### config.mk
export PLATFORM = sky130hd
export DESIGN_NAME = rfpd_manager
export DESIGN_NICKNAME = d
export VERILOG_FILES = /design/src/rtl/rfpd_pkg.sv /design/src/rtl/rfpd_cfg_hold.sv /design/src/rtl/rfpd_idle_eval.sv /design/src/rtl/rfpd_ref_eval.sv /design/src/rtl/rfpd_manager.sv
export SDC_FILE = /design/constraint.sdc
export NUM_CORES = 2
export LEC_CHECK = 0
export BUFFER_PORTS_ARGS = -buffer_cell sky130_fd_sc_hd__buf_2
export CORE_ASPECT_RATIO = 0.7
export CORE_MARGIN = 8
export CORE_UTILIZATION = 35
export CTS_CLUSTER_DIAMETER = 60
export DETAILED_ROUTE_END_ITERATION = 8
export PLACE_DENSITY_LB_ADDON = 0.05
export SETUP_SLACK_MARGIN = 0.2
export SKIP_CTS_REPAIR_TIMING = 1
export SYNTH_ARGS = -nofsm -noshare
export SYNTH_HDL_FRONTEND = slang
export SYNTH_SLANG_ARGS = --single-unit
### constraint.sdc
create_clock -name clk -period 14.25 [get_ports clk]
set_input_delay 1.425 -clock clk [delete_from_list [all_inputs] [get_ports clk]]
set_output_delay 1.425 -clock clk [all_outputs]
set_load 0.01 [all_outputs]
### src/rtl/rfpd_pkg.sv
package rfpd_pkg;

    localparam int TW = 32;
    localparam int PW = 16;

    typedef logic [TW-1:0] tstamp_t;
    typedef logic [PW-1:0] tparm_t;

    typedef enum logic [1:0] {
        MD_NONE = 2'd0,
        MD_PD   = 2'd1,
        MD_SR   = 2'd2
    } mode_e;

    typedef enum logic [2:0] {
        CK_NONE = 3'd0,
        CK_REF  = 3'd1,
        CK_PDE  = 3'd2,
        CK_PDX  = 3'd3,
        CK_SRE  = 3'd4,
        CK_SRX  = 3'd5
    } cmd_e;

    typedef struct packed {
        tparm_t refi;
        tparm_t rfc;
        tparm_t rp;
        tparm_t cke;
        tparm_t ckesr;
        tparm_t xp;
        tparm_t xpdll;
        tparm_t xs;
        tparm_t xsdll;
        tparm_t rcd;
    } tcfg_t;

    function automatic tstamp_t tmax(input tstamp_t a, input tstamp_t b);
        return (a > b) ? a : b;
    endfunction

    function automatic tstamp_t tmin(input tstamp_t a, input tstamp_t b);
        return (a < b) ? a : b;
    endfunction

    function automatic tstamp_t widen(input tparm_t p);
        return tstamp_t'(p);
    endfunction

endpackage

### src/rtl/rfpd_cfg_hold.sv
module rfpd_cfg_hold
    import rfpd_pkg::*;
(
    input  logic  clk,
    input  logic  rst,
    input  tcfg_t cfg_in,
    input  logic  lp_in,
    output tcfg_t cfg_q,
    output logic  lp_q
);
    // Configuration follows its inputs only while reset is held.
    always_ff @(posedge clk) begin
        if (rst) begin
            cfg_q <= cfg_in;
            lp_q  <= lp_in;
        end
    end
endmodule

### src/rtl/rfpd_idle_eval.sv
module rfpd_idle_eval
    import rfpd_pkg::*;
(
    input  mode_e   mode,
    input  logic    lp,
    input  tcfg_t   cfg,
    input  tstamp_t end_t,
    input  tstamp_t blk_t,
    input  tstamp_t limit_t,
    output logic    enter,
    output cmd_e    ent_kind,
    output cmd_e    ext_kind,
    output tstamp_t ent_time,
    output tstamp_t ext_time,
    output tstamp_t new_blk
);
    tstamp_t base_t, gap_t, resid_t, lat_t;
    logic    is_sr;

    always_comb begin
        is_sr    = (mode == MD_SR);
        base_t   = tmax(end_t, blk_t);
        gap_t    = (limit_t > base_t) ? (limit_t - base_t) : '0;
        resid_t  = is_sr ? widen(cfg.ckesr) : widen(cfg.cke);
        enter    = (mode != MD_NONE) && (limit_t > base_t + resid_t);
        ent_kind = is_sr ? CK_SRE : CK_PDE;
        ext_kind = is_sr ? CK_SRX : CK_PDX;
        ent_time = base_t;
        ext_time = is_sr ? (base_t + gap_t)
                         : (base_t + tmin(gap_t, widen(cfg.refi)));
        if (is_sr)
            lat_t = lp ? widen(cfg.xs) : widen(cfg.xsdll - cfg.rcd);
        else
            lat_t = lp ? widen(cfg.xp) : widen(cfg.xpdll - cfg.rcd);
        new_blk  = ext_time + lat_t;
    end
endmodule

### src/rtl/rfpd_ref_eval.sv
module rfpd_ref_eval
    import rfpd_pkg::*;
(
    input  tcfg_t   cfg,
    input  tstamp_t fin_t,
    input  tstamp_t pre_t,
    input  tstamp_t due_t,
    input  tstamp_t blk_t,
    output tstamp_t ref_time,
    output tstamp_t ref_blk,
    output tstamp_t due_next
);
    always_comb begin
        ref_time = tmax(tmax(fin_t, pre_t + widen(cfg.rp)), tmax(due_t, blk_t));
        ref_blk  = ref_time + widen(cfg.rfc);
        due_next = due_t + widen(cfg.refi);
    end
endmodule

### src/rtl/rfpd_manager.sv
module rfpd_manager
    import rfpd_pkg::*;
(
    input  logic        clk,
    input  logic        rst,
    input  logic [1:0]  mode_i,
    input  logic        lp_family_i,
    input  logic [15:0] t_refi_i,
    input  logic [15:0] t_rfc_i,
    input  logic [15:0] t_rp_i,
    input  logic [15:0] t_cke_i,
    input  logic [15:0] t_ckesr_i,
    input  logic [15:0] t_xp_i,
    input  logic [15:0] t_xpdll_i,
    input  logic [15:0] t_xs_i,
    input  logic [15:0] t_xsdll_i,
    input  logic [15:0] t_rcd_i,
    input  logic        req_valid_i,
    input  logic [31:0] fin_time_i,
    input  logic [31:0] pre_time_i,
    input  logic [31:0] arr_time_i,
    output logic        busy_o,
    output logic        cmd_valid_o,
    output logic [2:0]  cmd_kind_o,
    output logic [31:0] cmd_time_o,
    output logic        done_o,
    output logic [31:0] blk_until_o
);
    typedef enum logic [2:0] {
        S_IDLE, S_IDLE_CHK, S_LP_EXIT, S_REF_CHK, S_REF, S_FIN
    } st_e;

    tcfg_t   cfg_in, cfg;
    logic    lp;
    st_e     st_q;
    mode_e   mode_q;
    tstamp_t fin_q, pre_q, arr_q, endt_q, due_q, blk_q;
    tstamp_t xt_q, xblk_q;
    cmd_e    xk_q;
    logic    insr_q, loop_q;

    assign cfg_in = '{refi: t_refi_i, rfc: t_rfc_i, rp: t_rp_i, cke: t_cke_i,
                      ckesr: t_ckesr_i, xp: t_xp_i, xpdll: t_xpdll_i,
                      xs: t_xs_i, xsdll: t_xsdll_i, rcd: t_rcd_i};

    rfpd_cfg_hold u_cfg (
        .clk(clk), .rst(rst), .cfg_in(cfg_in), .lp_in(lp_family_i),
        .cfg_q(cfg), .lp_q(lp)
    );

    tstamp_t limit_t;
    logic    ie_enter;
    cmd_e    ie_ek, ie_xk;
    tstamp_t ie_et, ie_xt, ie_blk;

    // First check under self refresh looks to the arrival; all others stop at the deadline.
    assign limit_t = (!loop_q && mode_q == MD_SR) ? arr_q : tmin(arr_q, due_q);

    rfpd_idle_eval u_idle (
        .mode(mode_q), .lp(lp), .cfg(cfg), .end_t(endt_q), .blk_t(blk_q),
        .limit_t(limit_t), .enter(ie_enter), .ent_kind(ie_ek), .ext_kind(ie_xk),
        .ent_time(ie_et), .ext_time(ie_xt), .new_blk(ie_blk)
    );

    tstamp_t rf_time, rf_blk, rf_due;

    rfpd_ref_eval u_ref (
        .cfg(cfg), .fin_t(fin_q), .pre_t(pre_q), .due_t(due_q), .blk_t(blk_q),
        .ref_time(rf_time), .ref_blk(rf_blk), .due_next(rf_due)
    );

    // Where to go once a low-power check (with or without an exit) is over.
    st_e after_lp;
    assign after_lp = !loop_q ? S_REF_CHK : ((due_q <= arr_q) ? S_REF : S_FIN);

    always_ff @(posedge clk) begin
        if (rst) begin
            st_q   <= S_IDLE;
            mode_q <= MD_NONE;
            fin_q  <= '0;
            pre_q  <= '0;
            arr_q  <= '0;
            endt_q <= '0;
            due_q  <= widen(t_refi_i);
            blk_q  <= '0;
            xt_q   <= '0;
            xblk_q <= '0;
            xk_q   <= CK_NONE;
            insr_q <= 1'b0;
            loop_q <= 1'b0;
        end else begin
            unique case (st_q)
                S_IDLE: if (req_valid_i) begin
                    mode_q <= mode_e'(mode_i);
                    fin_q  <= fin_time_i;
                    pre_q  <= pre_time_i;
                    arr_q  <= arr_time_i;
                    endt_q <= tmax(fin_time_i, pre_time_i + widen(cfg.rp));
                    insr_q <= 1'b0;
                    loop_q <= 1'b0;
                    st_q   <= (mode_e'(mode_i) == MD_NONE) ? S_REF_CHK : S_IDLE_CHK;
                end
                S_IDLE_CHK: begin
                    if (ie_enter) begin
                        xt_q   <= ie_xt;
                        xk_q   <= ie_xk;
                        xblk_q <= ie_blk;
                        if (mode_q == MD_SR) insr_q <= 1'b1;
                        st_q   <= S_LP_EXIT;
                    end else begin
                        st_q   <= after_lp;
                    end
                end
                S_LP_EXIT: begin
                    blk_q <= xblk_q;
                    st_q  <= after_lp;
                end
                S_REF_CHK: begin
                    if (fin_q >= due_q || arr_q >= due_q) begin
                        loop_q <= 1'b1;
                        st_q   <= S_REF;
                    end else begin
                        st_q   <= S_FIN;
                    end
                end
                S_REF: begin
                    due_q <= rf_due;
                    if (!insr_q) begin
                        blk_q <= rf_blk;
                        st_q  <= (mode_q == MD_NONE)
                                 ? ((rf_due <= arr_q) ? S_REF : S_FIN) : S_IDLE_CHK;
                    end else begin
                        st_q  <= (rf_due <= arr_q) ? S_REF : S_FIN;
                    end
                end
                S_FIN:   st_q <= S_IDLE;
                default: st_q <= S_IDLE;
            endcase
        end
    end

    always_comb begin
        cmd_valid_o = 1'b0;
        cmd_kind_o  = CK_NONE;
        cmd_time_o  = '0;
        unique case (st_q)
            S_IDLE_CHK: if (ie_enter) begin
                cmd_valid_o = 1'b1;
                cmd_kind_o  = ie_ek;
                cmd_time_o  = ie_et;
            end
            S_LP_EXIT: begin
                cmd_valid_o = 1'b1;
                cmd_kind_o  = xk_q;
                cmd_time_o  = xt_q;
            end
            S_REF: if (!insr_q) begin
                cmd_valid_o = 1'b1;
                cmd_kind_o  = CK_REF;
                cmd_time_o  = rf_time;
            end
            default: ;
        endcase
    end

    assign busy_o      = (st_q != S_IDLE);
    assign done_o      = (st_q == S_FIN);
    assign blk_until_o = blk_q;


    ref_after_deadline_chk: assert property (@(posedge clk) disable iff (rst)
        (cmd_valid_o && cmd_kind_o == CK_REF) |-> (cmd_time_o >= due_q && cmd_time_o >= blk_q));

    deadline_step_chk: assert property (@(posedge clk) disable iff (rst)
        (st_q == S_REF) |=> (due_q == $past(due_q) + widen(cfg.refi)));

    no_ref_in_sr_chk: assert property (@(posedge clk) disable iff (rst)
        insr_q |-> !(cmd_valid_o && cmd_kind_o == CK_REF));

    exit_follows_entry_chk: assert property (@(posedge clk) disable iff (rst)
        (cmd_valid_o && (cmd_kind_o == CK_PDE || cmd_kind_o == CK_SRE))
        |=> (cmd_valid_o && (cmd_kind_o == CK_PDX || cmd_kind_o == CK_SRX)));

    no_lp_in_none_chk: assert property (@(posedge clk) disable iff (rst)
        (busy_o && mode_q == MD_NONE) |-> !(cmd_valid_o && cmd_kind_o != CK_REF));

    done_pulse_chk: assert property (@(posedge clk) disable iff (rst)
        done_o |=> (!done_o && !busy_o));
endmodule

==> results_dict.tcl <==
set metrics [dict create \
    drive_above_1_share_pct 12.98 \
    async_flop_share_pct 0 \
    tns_ns 0 \
    synthSimpleGateAreaFrac_pct 18.55 \
    dieHeight_microns 285.9 \
    period_minus_slack_ns 13.49 \
    critical_path.endpoint_type "flop" \
    drt_pass1_iterations 5 \
    cts-root-buf "clkbuf_16" \
    syn_avg_cell_area_sq_um 8.250 \
    fmax_mhz 74.14 \
    yosysWarningCount 0 \
    multi_input_area_sq_mm 0.02453 \
    grt_usage_pct 26.60 \
    antenna_found_initial 17 \
    rsz0062_at_grt "no" \
    grt_pass1_wl_microns 229900 \
    hold_violations 0 \
    cap_violations 0 \
    outcome "complete, no violations" \
    syn-instance-count 4414 \
    syn-cell-area_sq_mm 0.03641 \
    grt_max_degree 79 \
    synth_compound_area_share_pct 20.76 \
    synth-main-ff-cell "dfxtp_1" \
    synth-edff-count 177 \
    crit_arrival_ns 13.98 \
    nFillCells 10718 \
    vias_per_cell 5.719 \
    syn_to_final_growth_pct 15.44 \
    max_slew_margin_pct 19.57 \
    totalWireLength_microns 161000 \
    num_vias 35210 \
    synth_top_family_by_area "compound AO/OA/AOI/OAI gates" \
    seq_area_sq_mm 0.01032 \
    die_w_microns 401.5 \
    wl_per_cell_microns 26.15 \
    final_nets 5506 \
    hpwlAfterDp_microns 133100 \
    crit_required_ns 14.75 \
    cts_buffers 56 \
    mostFrequentLayoutCells "nand2_1 (563), ha_1 (488), a21oi_1 (430)" \
    mostFrequentLayoutCell "nand2_1" \
    drt_iter0_markers 3891 \
    htreeDepth 2 \
    syn_nets 5174 \
    cp_max_fo 19 \
    cts_tree "done" \
    tightest_slew_ns 1.206 \
    rows 99 \
    slowest_delay_ns 0.81 \
    synth.area.mux_share_pct 4.707 \
    io_buffers 331 \
    setup_viol 0 \
    die-area_sq_mm 0.1148 \
    hold_path.class "flop to flop" \
    fp.coreArea_sq_mm 0.1037 \
    clk_path_buf_depth 3 \
    setup_slack_ns 0.7616 \
    pre_cts_slack_ns 0.9487 \
    detail-route-antenna-nets 0 \
    cp_slowest_cell "mux2i_1" \
    ys_seq_area_share_pct 28.34 \
    grt_overflow 0 \
    synthAdderAreaFrac_pct 17.37 \
    clock_skew_ns 0.03847 \
    gp_congestion 0.9839 \
    worstSetupPathType "flop to flop" \
    ios 332 \
    clkTransAtPathRegs_ns 0.06 \
    synth.distinct_cells 91 \
    synthXorXnorAreaFrac_pct 5.628 \
    startpoint_type "flop" \
    worst_hold_slack_ns 0.4549 \
    drc 0 \
    ys_ff_latch 427 \
    clock_latency_ns 0.66 \
    drv_slew 0 \
    clock_sinks 427 \
    period_share_pct 94.66 \
    initial_core_util_pct 35.12 \
    grt_pass1_vias 32883 \
]
-- sequential cells by signal (all words and copies together) (netlist names), 32 cells and up --
name / count
arr_q: 32
endt_q: 32
fin_q: 32
u_cfg.cfg_q: 160
blk_until_o: 32
xblk_q: 32
pre_q: 32
due_q: 32
xt_q: 32
-- critical path, delay by kind of cell (launching register included) --
family / cells / cell delay (ns)
adder cells (fa/ha/maj): 6 / 2.21
buffers and inverters: 5 / 1.04
flip-flops: 1 / 0.52
multiplexers: 1 / 0.81
AND/OR/NAND/NOR: 8 / 1.71
AO/OA/AOI/OAI: 26 / 6.53
XOR/XNOR: 2 / 0.46
-- stage by stage --
step,instances,instance area [sq um],utilization (%)
6_report,6157,42040,40.55
5_1_grt,6155,42030,40.54
4_1_cts,6144,41950,40.46
3_5_place_dp,6040,40010,38.59
3_3_place_gp,6040,40010,38.59
2_1_floorplan,4414,36410,-
-- logic make-up (layout without fill, tap and decap cells) --
logic type	count (synthesis)	count (layout)
fa+ha+maj	500	500
flops	427	427
buf+inv	445	823
xor+xnor	234	234
compound gates	1191	1191
simple gates	1465	1465
mux	152	152
other cells	0	2
-- synth_stat cells (all sizes together), types with 31 or more instances --
master	instances	area, sq um
a21oi	430	2152
inv	277	1040
nand3	95	480.5
a21o	119	893.4
o21a	54	405.4
nand2	563	2113
dfxtp	250	5005
mux2i	111	1140
edfxtp	177	5315
nor3	102	526.8
nor2	342	1284
a31oi	32	206.5
ha	488	6106
nand2b	43	269.0
mux2	31	349.1
a211oi	78	585.6
nand4	88	550.5
clkbuf	144	541.8
xor2	73	639.4
o21ai	211	1082
xnor2	161	1410
and3	59	369.1
nor2b	47	294.0
-- layer usage --
| layer | part of all wire [%] | GRT usage, % | up-vias | wire [microns] |
|---|---|---|---|---|
| met5 | 0.012 | 0 | - | 20 |
| met4 | 1.7 | 4.306 | 2 | 2666 |
| met3 | 11 | 7.675 | 142 | 17540 |
| met2 | 39 | 36.63 | 1423 | 62510 |
| met1 | 49 | 40.92 | 16897 | 78270 |
| li1 | - | - | 16746 | - |
-- layout make-up --
class	count	area share [%]
antenna	2	0.01191
multi-input combinational	3542	58.35
inverter	278	2.482
clock buffer	72	3.721
timing repair buffer	441	5.929
clock inverter	32	0.8989
tap	1363	4.057
sequential	427	24.55
-- final timing paths --
check                                startpoint    endpoint  slack (ns)  cells after the start
worst min-delay path                 xblk_q[16]  xblk_q[16]        0.45                      2
worst max register to register  blk_until_o[27]  xblk_q[25]        0.76                     48
worst min register to register       xblk_q[16]  xblk_q[16]        0.45                      2
worst max-delay path            blk_until_o[27]  xblk_q[25]        0.76                     48
Power is not shown: default switching activity piles up to over one toggle a cycle in this logic, so the estimate is an artifact.
